## src/rtl/gmd_pkg.sv

```systemverilog
package gmd_pkg;
  parameter int unsigned GMD_TAG_W = 4;
endpackage

```

## src/rtl/gmd_seg_or.sv

```systemverilog
module gmd_seg_or #(
  parameter int unsigned N   = 8,
  parameter int unsigned SEG = 2
) (
  input  logic [N-1:0] in_i,
  output logic         out_o
);
  localparam int unsigned NSEG = (N + SEG - 1) / SEG;
  logic [NSEG-1:0] seg_or;

  for (genvar s = 0; s < NSEG; s++) begin : g_seg
    logic [SEG-1:0] part;
    for (genvar k = 0; k < SEG; k++) begin : g_bit
      if (s * SEG + k < N) begin : g_on
        assign part[k] = in_i[s*SEG+k];
      end else begin : g_off
        assign part[k] = 1'b0;
      end
    end
    assign seg_or[s] = |part;
  end

  assign out_o = |seg_or;
endmodule

```

## src/rtl/gmd_level.sv

```systemverilog
module gmd_level #(
  parameter int unsigned N_TILE = 4,
  parameter int unsigned SEG    = 2
) (
  input  logic [N_TILE-1:0] vld_i,
  input  logic [N_TILE-1:0] hit_i,
  output logic [N_TILE-1:0] fwd_o,
  output logic              any_hit_o,
  output logic              all_miss_o
);
  logic [N_TILE-1:0] vhit, not_missed;
  logic              any_not_missed;

  assign fwd_o      = vld_i & ~hit_i;
  assign vhit       = vld_i & hit_i;
  assign not_missed = ~fwd_o;

  gmd_seg_or #(.N(N_TILE), .SEG(SEG)) u_hit_or (.in_i(vhit), .out_o(any_hit_o));
  gmd_seg_or #(.N(N_TILE), .SEG(SEG)) u_nm_or  (.in_i(not_missed), .out_o(any_not_missed));

  assign all_miss_o = ~any_not_missed;
endmodule

```

## src/rtl/gmd_hit_tbl.sv

```systemverilog
module gmd_hit_tbl #(
  parameter int unsigned TAG_W = 4,
  parameter int unsigned N_SET = 2
) (
  input  logic                   clk_i,
  input  logic                   rst_ni,
  input  logic [N_SET-1:0]       set_i,
  input  logic [N_SET*TAG_W-1:0] set_tag_i,
  input  logic                   clr_i,
  input  logic [TAG_W-1:0]       clr_tag_i,
  output logic                   seen_o
);
  localparam int unsigned N_TAG = 1 << TAG_W;
  logic [N_TAG-1:0] seen_q, set_vec, clr_vec;

  always_comb begin
    set_vec = '0;
    for (int l = 0; l < N_SET; l++)
      if (set_i[l]) set_vec[set_tag_i[l*TAG_W+:TAG_W]] = 1'b1;
    clr_vec = '0;
    if (clr_i) clr_vec[clr_tag_i] = 1'b1;
  end

  // a fresh set beats the resolution clear of the same tag
  always_ff @(posedge clk_i or negedge rst_ni)
    if (!rst_ni) seen_q <= '0;
    else         seen_q <= (seen_q & ~clr_vec) | set_vec;

  assign seen_o = seen_q[clr_tag_i];
endmodule

```

## src/rtl/global_miss_detector.sv

```systemverilog
module global_miss_detector
  import gmd_pkg::*;
#(
  parameter int unsigned N_LVL  = 3,
  parameter int unsigned N_TILE = 4,
  parameter int unsigned SEG    = 2,
  parameter int unsigned TAG_W  = GMD_TAG_W
) (
  input  logic                      clk_i,
  input  logic                      rst_ni,
  input  logic [N_LVL*N_TILE-1:0]   tile_vld_i,
  input  logic [N_LVL*N_TILE-1:0]   tile_hit_i,
  input  logic [N_LVL-1:0]          lvl_vld_i,
  input  logic [N_LVL*TAG_W-1:0]    lvl_tag_i,
  output logic [N_LVL*N_TILE-1:0]   fwd_o,
  output logic                      gmiss_o,
  output logic                      ghit_o,
  output logic [TAG_W-1:0]          res_tag_o
);
  localparam int unsigned LAST  = N_LVL - 1;
  localparam int unsigned N_SET = (N_LVL > 1) ? N_LVL - 1 : 1;

  logic [N_LVL-1:0] any_hit, all_miss;

  for (genvar l = 0; l < N_LVL; l++) begin : g_lvl
    gmd_level #(.N_TILE(N_TILE), .SEG(SEG)) u_lvl (
      .vld_i     (tile_vld_i[l*N_TILE+:N_TILE]),
      .hit_i     (tile_hit_i[l*N_TILE+:N_TILE]),
      .fwd_o     (fwd_o[l*N_TILE+:N_TILE]),
      .any_hit_o (any_hit[l]),
      .all_miss_o(all_miss[l])
    );
  end

  logic [N_SET-1:0]       set;
  logic [N_SET*TAG_W-1:0] set_tag;

  if (N_LVL > 1) begin : g_set
    assign set     = lvl_vld_i[N_SET-1:0] & any_hit[N_SET-1:0];
    assign set_tag = lvl_tag_i[N_SET*TAG_W-1:0];
  end else begin : g_noset
    assign set     = '0;
    assign set_tag = '0;
  end

  logic             seen;
  logic             fin;
  logic [TAG_W-1:0] fin_tag;

  assign fin     = lvl_vld_i[LAST];
  assign fin_tag = lvl_tag_i[LAST*TAG_W+:TAG_W];

  gmd_hit_tbl #(.TAG_W(TAG_W), .N_SET(N_SET)) u_tbl (
    .clk_i    (clk_i),
    .rst_ni   (rst_ni),
    .set_i    (set),
    .set_tag_i(set_tag),
    .clr_i    (fin),
    .clr_tag_i(fin_tag),
    .seen_o   (seen)
  );

  logic miss_d, hit_d;
  assign hit_d  = fin & (seen | any_hit[LAST]);
  assign miss_d = fin & all_miss[LAST] & ~seen;

  always_ff @(posedge clk_i or negedge rst_ni)
    if (!rst_ni) begin
      gmiss_o   <= 1'b0;
      ghit_o    <= 1'b0;
      res_tag_o <= '0;
    end else begin
      gmiss_o <= miss_d;
      ghit_o  <= hit_d;
      if (fin) res_tag_o <= fin_tag;
    end
endmodule

```

## config.mk

```make
export PLATFORM = sky130hd
export DESIGN_NAME = global_miss_detector
export DESIGN_NICKNAME = d
export VERILOG_FILES = /design/src/rtl/gmd_pkg.sv /design/src/rtl/gmd_seg_or.sv /design/src/rtl/gmd_level.sv /design/src/rtl/gmd_hit_tbl.sv /design/src/rtl/global_miss_detector.sv
export SDC_FILE = /design/constraint.sdc
export NUM_CORES = 1
export LEC_CHECK = 0
export ABC_AREA = 1
export BUFFER_PORTS_ARGS = -buffer_cell sky130_fd_sc_hd__buf_2
export CAP_MARGIN = 20
export CORE_ASPECT_RATIO = 0.6
export CORE_UTILIZATION = 50
export DETAILED_ROUTE_END_ITERATION = 12
export PLACE_DENSITY = 0.8
export SETUP_SLACK_MARGIN = 0.4
export SYNTH_ARGS = -nofsm -noshare
export SYNTH_HDL_FRONTEND = slang
export SYNTH_HIERARCHICAL = 1
export SYNTH_SLANG_ARGS = --single-unit
```

## constraint.sdc

```tcl
create_clock -name clk_i -period 3.09 [get_ports clk_i]
set_input_delay 0.4635 -clock clk_i [delete_from_list [all_inputs] [get_ports clk_i]]
set_output_delay 0.4635 -clock clk_i [all_outputs]
set_load 0.05 [all_outputs]
```

==> results of run 1 <==
worst max-delay path, stage by stage:
cell and delay, ns:
buf_2 0.12, nor2_2 0.09, buf_2 0.26
registers in the layout, summed over array words and instances (netlist names):
name          cells
u_tbl/seen_q     16
res_tag_o         4
ghit_o            1
gmiss_o           1
per-layer routing:
metal  vias to the layer above  GRT usage [%]
met5                         -              0
met3                         0           4.55
met2                        97           39.6
li1                        947              -
met1                       797           37.5
met4                         0           3.46
where the power goes:
part	switching, uW	internal [uW]
Combinational	198	95.2
Sequential	37.2	351
Clock	96.4	173
Total	332	619
cell type report:
type	instances	area, sq um
multi-input cells	199	867
flip-flops and latches	22	551
clock buffers	3	41.3
repair buffers	58	290
clock inverters	1	30.0
fillers	278	957
well taps	42	52.6
inverters	52	195
per-stage QoR:
| stage | setup slack (ns) | instance area (sq um) | total power, uW | cells |
|---|---|---|---|---|
| floorplan | 1.73 | 1640 | 582 | 276 |
| global route | 1.58 | 2030 | 1010 | 377 |
| detailed placement | 1.46 | 1960 | 682 | 373 |
| global placement | 1.50 | 1960 | 680 | 373 |
| finish | 1.70 | 2030 | 951 | 377 |
| CTS | 1.70 | 2030 | 949 | 377 |
final timing paths:
check | startpoint | to | slack (ns) | cells after the start
min in group clk_i | lvl_tag_i[10] | res_tag_o[2] | 0.44 | 3
worst max-delay path | tile_hit_i[9] | fwd_o[9] | 1.70 | 3
worst max register to register | u_tbl/seen_q[14] | ghit_o | 1.98 | 10
max in group asynchronous | rst_ni | u_tbl/seen_q[13] | 2.61 | 1
worst min register to register | res_tag_o[2] | res_tag_o[2] | 0.47 | 2
worst min-delay path | rst_ni | res_tag_o[3] | 0.15 | 1
==> reports/summary.txt, run 1 <==
Synth Net Count = 317
Root Driver = clkbuf_8
critical path fanouts, max = 3
GRT Residual Overflow = 0
final hold vios = 0
Post-Route WL = 4.11 mm
fin crit period = 1.39 ns
row cnt = 15
share of post-route cells with drive strength above 1 = 25.4%
initial DRC count = 187
WS Path Type = primary input to output port
most common cell after layout, fill and taps aside = nand2_1
drt pass-1 iters = 5
Area growth syn-to-layout = 23.7%
worst-case vdd ir drop = 0.000237 V
most frequent cells in the layout = nand2_1, buf_2, inv_1
Via density = 4.88
post_cts resized = 0
postcts setup bufs = 0
Hold Path Class = primary input to asynchronous set/reset pin
setup tns final = 0 ns
final setup violation count = 0
mapped cell area = 1640 sq um
initial core utilization = 54.9%
CP required = 2.63 ns
routed wl met2 = 1.67 mm
RD Place Congestion = 0.895
WL met1 = 2.15 mm
num ports = 59
CTS H-Tree Depth = 1
Die ar. = 3520 sq um
Worst-Margin Slew = 0.485 ns
global-route wire length before repair = 6.80 mm
# hold bufs at CTS = 0
Total GRT Usage = 25.3%
CP Capture Type = output port
RSZ-0062 raised after global routing = false
drt drc = 0
TritonCTS clock tree = yes
Min Hold Slack = 0.151 ns
Cell Pwr Density = 469 nW/um^2
vias in the first global route = 1517
initial antenna violation count = 0
cell count after synthesis = 276
Layout Nets = 377
CTS Sinks = 22
CP Data Arrival Time = 0.93 ns
clock tree buffer depth = 2
wire length per cell = 10.9 um
Max Clk Rate = 719 MHz
port bufs = 58
synthesized area per cell = 5.94 sq um
status = finished clean
via count = 1841
Yosys warnings = 6
Vert. Die Dim = 46.4 um
Post-DRT Antenna Nets = 0
startpoint types = primary input
final core occ = 67.9%
worst skew pair latency = 0.26 ns
Core ar. = 2980 sq um
Tcrit/Tclk final = 45.0%
Slew headroom = 67.7%
Max-cap violations = 0
static leakage = 0.00125 uW
worst clock skew = 0.00321 ns
Top Metal Used = met3
pin count of the biggest net entering global routing = 23
CTS buffer count = 3
die width = 75.9 um
CTS clk-pin slew, worst paths = 0.08 ns
DP HPWL = 3.35 mm
max-slew violation count = 0
WL met3 = 298 um
Ant. Diodes = 0
No activity file was read; power rests on OpenSTA's default activity.
==> inputs of run 2 (changes only) <==
==> constraint.sdc (replaced) <==
create_clock -name clk_i -period 1.3 [get_ports clk_i]
set_input_delay 0.195 -clock clk_i [delete_from_list [all_inputs] [get_ports clk_i]]
set_output_delay 0.195 -clock clk_i [all_outputs]
set_load 0.05 [all_outputs]
==> run 2 against run 1 <==
Effect of this change:
- utilization grew 12 points
- setup slack worse by 1.5 ns
- die area unchanged
- sequential share of layout area decreased by 4.0 points
- clock power up 140%
- flip-flop and latch count did not move
- first-iteration DRC count rose by 32%
- critical endpoint is now ghit_o
==> reports/summary.txt, run 2 (synthesis gave the netlist of run 1 again) <==
Area growth syn-to-layout = 45.0%
final hold vios = 0
placed cell areas = 2040 sq um
routed wl met2 = 2.27 mm
row cnt = 15
via count = 1933
share of post-route cells with drive strength above 1 = 34.3%
CTS clk-pin slew, worst paths = 0.08 ns
wire length per cell = 12.9 um
Vert. Die Dim = 46.4 um
Layout Nets = 386
Max-cap violations = 0
fillcell total = 230
RSZ-0062 raised after global routing = true
Total GRT Usage = 28.1%
vias in the first global route = 1661
hold depth = 3
pin count of the biggest net entering global routing = 23
CP Capture Type = flip-flop
Tcrit/Tclk final = 83.2%
final setup violation count = 0
largest stage delay on the critical path = 0.40 ns
Core ar. = 2980 sq um
number of flip-flops in the largest register = 16
Post-Route WL = 5.00 mm
initial antenna violation count = 0
Largest regs = u_tbl/seen_q x16, res_tag_o x4
RD Place Congestion = 0.946
WS Path Type = flip-flop to flip-flop
port bufs = 58
CTS Sinks = 22
Cell Pwr Density = 1030 nW/um^2
startpoint types = flip-flop
die width = 75.9 um
worst-case vdd ir drop = 0.000556 V
GRT Residual Overflow = 0
Biggest register = u_tbl/seen_q
initial DRC count = 246
final instance area = 2380 sq um
most frequent cells in the layout = nand2_1, inv_1, buf_2
critical path's top delay family = simple AND/OR/NAND/NOR gates
Post-DRT Antenna Nets = 0
slowest cell on the critical path = dfrtp_1
worst clock skew = 0.00302 ns
max-slew violation count = 0
setup tns final = 0 ns
static leakage = 0.00138 uW
CTS buffer count = 3
RR Startpoint = u_tbl/seen_q[6]
Hold Path Class = primary input to flip-flop
initial core utilization = 54.9%
register area = 551 sq um
WL met3 = 476 um
Via density = 5.01
drt pass-1 iters = 5
Max Clk Rate = 924 MHz
Top Metal Used = met4
worst skew pair latency = 0.27 ns
DP HPWL = 3.58 mm
status = finished clean
R2R depth = 10
worst path cell trace = nand2_1 -> nand2_1 -> nand2_1 -> nand2_1 -> nand2_1 -> nand2_1 -> inv_1 -> nand2_2 -> nor2_4 -> nor2_2
CTS H-Tree Depth = 1
Worst-Margin Slew = 0.485 ns
Slew headroom = 67.7%
num ports = 59
CP Data Arrival Time = 1.25 ns
CP required = 1.47 ns
RR Endpoint = ghit_o
TritonCTS clock tree = yes
critical path fanouts, max = 2
Hold Path Origin = lvl_tag_i[10]
Crit path top cell by count = nand2_1
global-route wire length before repair = 7.56 mm
clock tree buffer depth = 2
WP buf/inv = 1
Root Driver = clkbuf_8
Die ar. = 3520 sq um
multi-input logic area = 978 sq um
hold endpoint = res_tag_o[2]
drt drc = 0
R2R Setup Slk = 0.22 ns
WL met1 = 2.22 mm
Ant. Diodes = 0
most common cell after layout, fill and taps aside = nand2_1
fin crit period = 1.08 ns
-- run 2: changes by cell type in the layout (fill, tap and decap cells not counted), moves of 3 or more --
cell     delta
buf_2      -22
buf_4       +7
buf_6      +17
buf_8       +6
inv_1       -6
inv_2       +4
nand2_1    -10
nand2_2     +6
nand2_4     +4
nand3_1     -5
nand3_2     +5
nor2_1      -3
nor3_4      +3
-- run 2: timing repair --
item,in CTS,in global routing
hold buffers,1,0
gates resized for setup,14,49
hold endpoints to repair,22,0
pin swaps,3,19
setup endpoints to repair,8,22
buffers inserted,1,2
-- run 2: report_power, final --
part | internal (uW) | total (uW) | switching [uW]
logic | 332 | 862 | 529
clock network | 412 | 644 | 232
registers | 834 | 932 | 98.0
total | 1580 | 2440 | 859
-- run 2: area by class of cell --
class / instances / area share, %
well taps: 42 / 2.21
clock inverters: 1 / 1.26
clock buffers: 3 / 1.74
repair buffers: 67 / 22.1
flip-flops and latches: 22 / 23.2
multi-input cells: 199 / 41.2
inverters: 52 / 8.42
-- run 2: worst max path at each step --
stage | from | end | cells after the start
2_1_floorplan | u_tbl/seen_q[14] | ghit_o | 10
3_3_place_gp | tile_hit_i[5] | u_tbl/seen_q[4] | 10
3_5_place_dp | tile_hit_i[5] | u_tbl/seen_q[4] | 10
4_1_cts | u_tbl/seen_q[2] | ghit_o | 10
5_1_grt | u_tbl/seen_q[10] | ghit_o | 10
6_report | u_tbl/seen_q[6] | ghit_o | 10
-- run 2: layer usage --
metal / track usage [%] / vias up
li1: - / 965
met1: 38.6 / 861
met2: 45.6 / 103
met3: 8.12 / 4
met4: 4.62 / 0
met5: 0 / -
-- run 2: worst register-to-register path, delay by kind of cell (launching register included) --
family / cells / cell delay, ns
buf+inv: 1 / 0.06
flops: 1 / 0.40
simple gates: 9 / 0.53
-- run 2: per-stage QoR --
stage | utilization [%] | worst slack, ns | hold WS (ns) | instances | power (uW)
global route | 79.7 | 0.147 | 0.220 | 386 | 2570
finish | 79.7 | 0.218 | 0.209 | 386 | 2440
CTS | 72.7 | 0.229 | 0.201 | 384 | 2330
detailed placement | 68.3 | 0.105 | 0.184 | 378 | 1660
global placement | 68.3 | 0.128 | 0.182 | 378 | 1650
floorplan | - | 0.315 | -0.101 | 276 | 1400
